$ cat src/rtl/dual_issue_pkg.sv
package dual_issue_pkg;
  parameter int THREAD_W = 1;
  parameter int ROUTE_W  = 3;

  localparam logic [ROUTE_W-1:0] RT_BRANCH = 3'd0;
  localparam logic [ROUTE_W-1:0] RT_FIXED  = 3'd1;
  localparam logic [ROUTE_W-1:0] RT_LDST   = 3'd2;
  localparam logic [ROUTE_W-1:0] RT_VARITH = 3'd3;
  localparam logic [ROUTE_W-1:0] RT_VMOVE  = 3'd4;

  typedef struct packed {
    logic                valid;
    logic [ROUTE_W-1:0]  route;
    logic [THREAD_W-1:0] thread;
    logic                micro;
    logic                cr;
    logic                lr;
    logic                simdFp;
    logic                recip;
    logic                fsRead;
    logic                sync;
  } slot_t;

  typedef struct packed {
    logic recipIssued;
    logic vecIssued;
    logic vecArith;
  } hist_strobe_t;
endpackage

$ cat src/rtl/issue_history.sv
module issue_history
  import dual_issue_pkg::*;
#(
  parameter int HIST_DEPTH = 2
) (
  input  logic         clk,
  input  logic         rstN,
  input  hist_strobe_t strobe,
  output logic         recipRecent,
  output logic         lastArith
);
  logic [HIST_DEPTH-1:0] recipHist;

  always_ff @(posedge clk) begin
    if (!rstN) recipHist[0] <= 1'b0;
    else       recipHist[0] <= strobe.recipIssued;
  end

  generate
    for (genvar s = 1; s < HIST_DEPTH; s++) begin : g_stage
      always_ff @(posedge clk) begin
        if (!rstN) recipHist[s] <= 1'b0;
        else       recipHist[s] <= recipHist[s-1];
      end
    end
  endgenerate

  always_ff @(posedge clk) begin
    if (!rstN)                 lastArith <= 1'b0;
    else if (strobe.vecIssued) lastArith <= strobe.vecArith;
  end

  assign recipRecent = |recipHist;

  a_r6_estimate_remembered: assert property (@(posedge clk) disable iff (!rstN)
    strobe.recipIssued |=> recipRecent);

  a_r7_arith_tracked: assert property (@(posedge clk) disable iff (!rstN)
    strobe.vecIssued |=> (lastArith == $past(strobe.vecArith)));

  a_r7_arith_held: assert property (@(posedge clk) disable iff (!rstN)
    !strobe.vecIssued |=> $stable(lastArith));
endmodule

$ cat src/rtl/pair_rules.sv
module pair_rules
  import dual_issue_pkg::*;
(
  input  logic         clk,
  input  logic         rstN,
  input  slot_t        oldSlot,
  input  slot_t        yngSlot,
  input  logic         recipRecent,
  input  logic         lastArith,
  output logic         issueOld,
  output logic         issuePair,
  output logic         slotFault,
  output hist_strobe_t strobe
);
  localparam int NRULES = 6;

  logic [NRULES-1:0] blockVec;
  logic oldReserved, yngReserved, sameRoute, crossThread;
  logic oldVec, yngVec;

  always_comb begin
    oldReserved = oldSlot.route > RT_VMOVE;
    yngReserved = yngSlot.route > RT_VMOVE;
    sameRoute   = oldSlot.route == yngSlot.route;
    crossThread = oldSlot.thread != yngSlot.thread;
    oldVec      = (oldSlot.route == RT_VARITH) || (oldSlot.route == RT_VMOVE);
    yngVec      = (yngSlot.route == RT_VARITH) || (yngSlot.route == RT_VMOVE);

    blockVec[0] = sameRoute || oldReserved || yngReserved;
    blockVec[1] = oldSlot.micro || yngSlot.micro;
    blockVec[2] = (oldSlot.sync && (oldSlot.thread == '0)) ||
                  (yngSlot.sync && (yngSlot.thread == '0));
    blockVec[3] = crossThread &&
                  ((oldSlot.cr && yngSlot.cr) || (oldSlot.lr && yngSlot.lr));
    blockVec[4] = ((oldSlot.simdFp || yngSlot.simdFp) && recipRecent) ||
                  (yngSlot.simdFp && oldSlot.recip);
    blockVec[5] = ((oldSlot.fsRead || yngSlot.fsRead) && lastArith) ||
                  (yngSlot.fsRead && (oldSlot.route == RT_VARITH));
  end

  always_comb begin
    issueOld  = oldSlot.valid;
    slotFault = yngSlot.valid && !oldSlot.valid;
    issuePair = oldSlot.valid && yngSlot.valid && !(|blockVec);
  end

  always_comb begin
    strobe.recipIssued = (issueOld && oldSlot.recip) || (issuePair && yngSlot.recip);
    strobe.vecIssued   = (issueOld && oldVec) || (issuePair && yngVec);
    if (issuePair && yngVec) strobe.vecArith = yngSlot.route == RT_VARITH;
    else                     strobe.vecArith = oldSlot.route == RT_VARITH;
  end

  a_r2_distinct_routes: assert property (@(posedge clk) disable iff (!rstN)
    issuePair |-> (oldSlot.route != yngSlot.route));

  a_r3_no_microcode_pair: assert property (@(posedge clk) disable iff (!rstN)
    issuePair |-> !(oldSlot.micro || yngSlot.micro));

  a_r8_fault_silences: assert property (@(posedge clk) disable iff (!rstN)
    slotFault |-> !issueOld && !issuePair);

  a_r10_pair_needs_old: assert property (@(posedge clk) disable iff (!rstN)
    issuePair |-> issueOld && yngSlot.valid);

  a_r6_window_respected: assert property (@(posedge clk) disable iff (!rstN)
    (issuePair && (oldSlot.simdFp || yngSlot.simdFp)) |-> !recipRecent);
endmodule

$ cat src/rtl/dual_issue_gate.sv
module dual_issue_gate
  import dual_issue_pkg::*;
#(
  parameter int HIST_DEPTH = 2
) (
  input  logic                clk,
  input  logic                rstN,
  input  logic                oldValid,
  input  logic [ROUTE_W-1:0]  oldRoute,
  input  logic [THREAD_W-1:0] oldThread,
  input  logic                oldMicro,
  input  logic                oldCr,
  input  logic                oldLr,
  input  logic                oldSimdFp,
  input  logic                oldRecip,
  input  logic                oldFsRead,
  input  logic                oldSync,
  input  logic                yngValid,
  input  logic [ROUTE_W-1:0]  yngRoute,
  input  logic [THREAD_W-1:0] yngThread,
  input  logic                yngMicro,
  input  logic                yngCr,
  input  logic                yngLr,
  input  logic                yngSimdFp,
  input  logic                yngRecip,
  input  logic                yngFsRead,
  input  logic                yngSync,
  output logic                issueOld,
  output logic                issuePair,
  output logic                slotFault
);
  slot_t        oldSlot, yngSlot;
  hist_strobe_t strobe;
  logic         recipRecent, lastArith;

  assign oldSlot = '{valid: oldValid, route: oldRoute, thread: oldThread,
                     micro: oldMicro, cr: oldCr, lr: oldLr, simdFp: oldSimdFp,
                     recip: oldRecip, fsRead: oldFsRead, sync: oldSync};
  assign yngSlot = '{valid: yngValid, route: yngRoute, thread: yngThread,
                     micro: yngMicro, cr: yngCr, lr: yngLr, simdFp: yngSimdFp,
                     recip: yngRecip, fsRead: yngFsRead, sync: yngSync};

  pair_rules u_rules (
    .clk(clk), .rstN(rstN), .oldSlot(oldSlot), .yngSlot(yngSlot),
    .recipRecent(recipRecent), .lastArith(lastArith),
    .issueOld(issueOld), .issuePair(issuePair), .slotFault(slotFault),
    .strobe(strobe)
  );

  issue_history #(.HIST_DEPTH(HIST_DEPTH)) u_hist (
    .clk(clk), .rstN(rstN), .strobe(strobe),
    .recipRecent(recipRecent), .lastArith(lastArith)
  );

  a_r1_old_always_goes: assert property (@(posedge clk) disable iff (!rstN)
    oldValid |-> issueOld);
endmodule

$ cat config.mk
export PLATFORM = sky130hd
export DESIGN_NAME = dual_issue_gate
export DESIGN_NICKNAME = d
export VERILOG_FILES = /design/src/rtl/dual_issue_pkg.sv /design/src/rtl/issue_history.sv /design/src/rtl/pair_rules.sv /design/src/rtl/dual_issue_gate.sv
export SDC_FILE = /design/constraint.sdc
export NUM_CORES = 1
export LEC_CHECK = 0
export ABC_CLOCK_PERIOD_IN_PS = 4300
export BUFFER_PORTS_ARGS = -buffer_cell sky130_fd_sc_hd__buf_2
export CORE_AREA = 8 8 45 47
export CTS_CLUSTER_SIZE = 14
export DETAILED_ROUTE_END_ITERATION = 8
export DIE_AREA = 0 0 53 55
export PLACE_DENSITY = 0.5
export SETUP_SLACK_MARGIN = 0.02
export SYNTH_ARGS = -nofsm -noshare
export SYNTH_HDL_FRONTEND = slang
export SYNTH_SLANG_ARGS = --single-unit
$ cat constraint.sdc
create_clock -name clk -period 4.3 [get_ports clk]
set_input_delay 1.075 -clock clk [delete_from_list [all_inputs] [get_ports clk]]
set_output_delay 1.075 -clock clk [all_outputs]
set_load 0.02 [all_outputs]
==> results.sh, run 1 <==
export IMPL_status="finished clean"
export IMPL_worstSetupPathType="in2out"
export IMPL_wl_per_cell_um=13.2
export IMPL_drc=0
export IMPL_max_freq_ghz=0.297
export IMPL_fin_nets=97
export IMPL_multi_input_area_um2=226
export IMPL_setup_tns_ns=0
export IMPL_p_comb_share_pct=26.9
export IMPL_yosys_warnings=0
export IMPL_period_share_pct=78.4
export IMPL_io_pin_count=29
export IMPL_synthAdderAreaFrac_pct=0
export IMPL_io_buffer_count=28
export IMPL_insertion_delay_ns=0.25
export IMPL_syn_to_final_growth_pct=59.3
export IMPL_reg2reg_depth=4
export IMPL_switching_share_pct=29.3
export IMPL_min_period_ns=3.37
export IMPL_die_w_um=53
export IMPL_static_leakage_power_uw=0.000235
export IMPL_slew_headroom_pct=82.4
export IMPL_rsz0062_at_grt="false"
export IMPL_grt_pass1_vias=437
export IMPL_critPathLaunchType="input port"
export IMPL_worst_pin_slew_ns=0.261
export IMPL_synthCells=39
export IMPL_syn_area_per_cell_um2=7.73
export IMPL_grt_use_total_pct=8.13
export IMPL_slew_viol_final=0
export IMPL_dieArea_mm2=0.00292
export IMPL_crit_chain="buf_2 > and4bb_1 > nand3_1 > or4_4 > inv_1 > buf_2"
export IMPL_hold_path_class="reg2reg"
export IMPL_hold_viol_final=0
export IMPL_antenna_found_initial=0
export IMPL_rows=14
export IMPL_yosysUniqueCellTypes=26
export IMPL_peakVddDrop_mv=0.107
export IMPL_cap_viol_max_count=0
export IMPL_ant_nets=0
export IMPL_seqCellArea_um2=60.1
export IMPL_synthSimpleGateAreaFrac_pct=43.6
export IMPL_dpl_hpwl_um=932
export IMPL_end_kind="output port"
export IMPL_fin_skew_ns=0.0115
export IMPL_start_util_pct=21.8
export IMPL_arrival_ns=2.29
export IMPL_wirelength_um=1130
export IMPL_synth_area_um2=302
export IMPL_die_y_um=55
export IMPL_synth_compound_area_share_pct=19.9
export IMPL_drt_iter0_markers=2
export IMPL_ys_seq_elements=3
export IMPL_numCtsBuffers=3
export IMPL_grt_pass1_wl_um=1700
export IMPL_cts_htree_levels=1
export IMPL_synth_nets=65
export IMPL_diodes=0
export IMPL_synth_top_flop_cell="dfxtp_1"
export IMPL_cts_resized=0
export IMPL_crit_slowest_cell="or4_4"
export IMPL_first_pass_iters=4
export IMPL_cts_tree="yes"
export IMPL_synth_xor_area_share_pct=11.6
export IMPL_utilization_pct=34.7
export IMPL_synth_top_family_by_area="simple AND/OR/NAND/NOR gates"
export IMPL_detailedPlace_worstSlack_ns=0.908
export IMPL_setup_viol=0
export IMPL_crit_required_ns=3.22
export IMPL_grt_max_degree=7
export IMPL_synthMuxAreaShare_pct=0
export IMPL_place_congestion=0.743
export IMPL_ctsHoldBuffers=0
export IMPL_power_frac_seq_pct=26.0
export IMPL_cts_clk_slew_worst_paths_ns=0.03
export IMPL_clkPwrFrac_pct=47.1
export IMPL_setup_ws_ns=0.930
export IMPL_p_per_area_mw_per_mm2=234
export IMPL_synth_seq_area_share_pct=19.9
export IMPL_cts_root_buffer="clkbuf_4"
export IMPL_switchingPower_uw=33.0
export IMPL_viasPerCell=4.99
export IMPL_nFillCells=157
export IMPL_min_path_cells=1
export IMPL_clk_path_buf_depth=2
export IMPL_postCtsSetupBuffers=0
export IMPL_synth_edf_count=0
export IMPL_drive_gt1_share_pct=47.1
export IMPL_ys_async_sr_fraction_pct=0
export IMPL_clock_sinks=3
export IMPL_core_area_mm2=0.00138
export IMPL_cpPeakStageDelay_ns=0.55
export IMPL_grt_overflow_total=0
export IMPL_vias=429
export IMPL_path_common_cell="buf_2"
export IMPL_intPower_uw=79.6
export IMPL_crit_path_max_fanout=3
power groups by stage:
stage	logic, uW	registers [uW]	clock network (uW)
global placement	30.2	29.7	0
floorplan	13.3	29.6	0
finish	30.3	29.3	53.1
CTS	30.6	29.3	54.3
global route	33.2	29.4	57.2
detailed placement	30.3	29.7	0
layout by cell type, fill, tap and decap left out, types with 2 or more instances in the layout:
master | Yosys | final
nand2_1 | 2 | 2
o22ai_1 | 2 | 2
inv_1 | 2 | 2
xor2_1 | 3 | 3
clkbuf_4 | 0 | 3
nand2b_1 | 2 | 2
nand3_1 | 3 | 3
dfxtp_1 | 3 | 3
o21ai_0 | 3 | 3
buf_2 | 0 | 28
nand4b_1 | 2 | 2
flip-flops by register name (all words and copies together) (netlist names):
register,count
u_hist.recipHist,2
u_hist.lastArith,1
worst paths after layout:
kind	from	endpoint	slack, ns
setup reg to reg	u_hist.lastArith	u_hist.lastArith	3.06
hold reg to reg	u_hist.recipHist[0]	u_hist.recipHist[1]	0.46
hold / removal	u_hist.recipHist[0]	u_hist.recipHist[1]	0.46
setup / recovery	oldMicro	issuePair	0.93
metrics by stage:
stage / total power, uW / instances / hold slack (ns) / area (um2)
3_5_place_dp: 60.1 / 82 / 0.451 / 454
5_1_grt: 120 / 86 / 0.504 / 480
4_1_cts: 114 / 86 / 0.463 / 480
3_3_place_gp: 59.9 / 82 / 0.460 / 454
6_report: 113 / 86 / 0.462 / 480
2_1_floorplan: 42.9 / 39 / 0.431 / 302
cells in the mapped netlist, drive strengths merged (2+ instances only):
| library cell | number | area, um2 |
|---|---|---|
| o21ai | 4 | 20.0 |
| dfxtp | 3 | 60.1 |
| nand3 | 3 | 15.0 |
| xor2 | 3 | 26.3 |
| inv | 2 | 7.51 |
| nand2 | 2 | 7.51 |
| nand2b | 2 | 12.5 |
| nand4b | 2 | 17.5 |
| o22ai | 2 | 12.5 |
logic make-up after synthesis:
family / count (synthesis)
simple gates: 19
buf+inv: 3
xor+xnor: 4
flops: 3
compound gates: 10
critical path: cells and delay by family:
| kind | cells | cell delay [ns] |
|---|---|---|
| simple gates | 3 | 0.90 |
| buf+inv | 3 | 0.31 |
layer usage:
| layer | GRT usage, % | vias up | part of all wire, % |
|---|---|---|---|
| met2 | 11.9 | 21 | 45 |
| met3 | 4.01 | 2 | 10 |
| met5 | 0 | - | 0 |
| met4 | 7.76 | 0 | 1.7 |
| met1 | 8.32 | 194 | 43 |
| li1 | - | 212 | - |
layout make-up:
| class | instances | area share, % |
|---|---|---|
| Sequential cell | 3 | 12.5 |
| Multi-Input combinational cell | 33 | 47.1 |
| Inverter | 2 | 1.56 |
| Clock buffer | 4 | 5.47 |
| Timing Repair Buffer | 28 | 29.2 |
| Tap cell | 16 | 4.17 |
No activity file was read; power rests on OpenSTA's default activity.
==> run 2, diff against run 1 <==
ABC_CLOCK_PERIOD_IN_PS = 3040   (was 4300)
PLACE_DENSITY = 0.52   (was 0.5)
clock period = 3.04 ns   (was 4.3 ns; I/O delays follow)
==> results.sh, run 2 (same netlist as run 1, synthesis figures left out) <==
export IMPL_crit_required_ns=2.28
export IMPL_fin_nets=97
export IMPL_fin_cells=86
export IMPL_slew_viol_final=0
export IMPL_grt_max_degree=7
export IMPL_dp_cells=82
export IMPL_postCtsSetupBuffers=0
export IMPL_grt_pass1_wl_um=1770
export IMPL_largest_reg_flops=2
export IMPL_slew_headroom_pct=83.0
export IMPL_place_congestion=0.805
export IMPL_antenna_found_initial=0
export IMPL_grt_use_total_pct=8.13
export IMPL_peakVddDrop_mv=0.158
export IMPL_worstSetupPathType="in2out"
export IMPL_p_per_area_mw_per_mm2=315
export IMPL_die_w_um=53
export IMPL_cts_htree_levels=1
export IMPL_insertion_delay_ns=0.23
export IMPL_cts_tree="yes"
export IMPL_wl_per_cell_um=12.1
export IMPL_worst_pin_slew_ns=0.254
export IMPL_ant_nets=0
export IMPL_cap_viol_max_count=0
export IMPL_grt_overflow_total=0
export IMPL_nFillCells=152
export IMPL_drive_gt1_share_pct=47.1
export IMPL_grt_pass1_vias=451
export IMPL_syn_to_final_growth_pct=59.3
export IMPL_rows=14
export IMPL_max_freq_ghz=0.364
export IMPL_clock_sinks=3
export IMPL_numCtsBuffers=3
export IMPL_rsz0062_at_grt="false"
export IMPL_clk_path_buf_depth=2
export IMPL_end_kind="output port"
export IMPL_setup_viol=0
export IMPL_min_period_ns=2.75
export IMPL_seqCellArea_um2=60.1
export IMPL_hold_ws_ns=0.469
export IMPL_top_register="u_hist.recipHist"
export IMPL_reg_top3="u_hist.recipHist: 2 flops, u_hist.lastArith: 1 flops"
export IMPL_die_y_um=55
export IMPL_dpl_hpwl_um=917
export IMPL_hold_path_class="reg2reg"
export IMPL_fin_skew_ns=0.00122
export IMPL_first_pass_iters=3
export IMPL_hold_viol_final=0
export IMPL_cts_clk_slew_worst_paths_ns=0.03
export IMPL_start_util_pct=21.8
export IMPL_diodes=0
export IMPL_drt_iter0_markers=2
export IMPL_setup_tns_ns=0
export IMPL_crit_path_max_fanout=3
export IMPL_vias=416
export IMPL_cts_resized=0
export IMPL_cts_root_buffer="clkbuf_4"
export IMPL_io_pin_count=29
export IMPL_critPathLaunchType="input port"
export IMPL_multi_input_area_um2=226
export IMPL_static_leakage_power_uw=0.000235
export IMPL_power_uw=151
export IMPL_status="finished clean"
export IMPL_period_share_pct=90.3
export IMPL_core_area_mm2=0.00138
export IMPL_wirelength_um=1040
export IMPL_layout_commonest_cell="buf_2"
export IMPL_dieArea_mm2=0.00292
export IMPL_drc=0
export IMPL_ctsHoldBuffers=0
export IMPL_arrival_ns=1.99
export IMPL_io_buffer_count=28
export IMPL_viasPerCell=4.84
-- run 2: area by class of cell --
| cell class | instances | area share, % |
|---|---|---|
| Sequential cell | 3 | 12.5 |
| Clock buffer | 4 | 5.47 |
| Inverter | 2 | 1.56 |
| Tap cell | 16 | 4.17 |
| Multi-Input combinational cell | 33 | 47.1 |
| Timing Repair Buffer | 28 | 29.2 |
-- run 2: final timing paths --
check,start,to,slack [ns],depth (start not counted)
worst max-delay path,oldMicro,issuePair,0.29,6
worst min-delay path,u_hist.recipHist[0],u_hist.recipHist[1],0.47,1
worst max register to register,u_hist.recipHist[1],u_hist.lastArith,1.82,4
worst min register to register,u_hist.recipHist[0],u_hist.recipHist[1],0.47,1
-- run 2: routing by layer --
layer | share of wire [%] | GRT usage, % | vias to the layer above
met5 | 0 | 0 | -
li1 | - | - | 213
met2 | 49 | 11.9 | 17
met3 | 13 | 3.48 | 0
met4 | 0 | 7.76 | 0
met1 | 38 | 8.64 | 186
-- run 2: metrics by stage --
step | area [um2] | util (%) | setup WS [ns]
floorplan | 302 | - | 0.499
global placement | 454 | 32.8 | 0.298
detailed placement | 454 | 32.8 | 0.282
CTS | 480 | 34.7 | 0.280
global route | 480 | 34.7 | 0.205
finish | 480 | 34.7 | 0.294
-- run 2: critical path: stages --
cell and delay, ns:
buf_2 0.09, and4bb_1 0.28, nand3_1 0.08, or4_4 0.55, inv_1 0.06, buf_2 0.16
-- run 2: power breakdown --
group          switching [uW]  internal, uW  leakage, uW
clock network            18.8          49.1    0.0000150
registers               0.554          40.9    0.0000245
logic                    19.9          22.3     0.000195
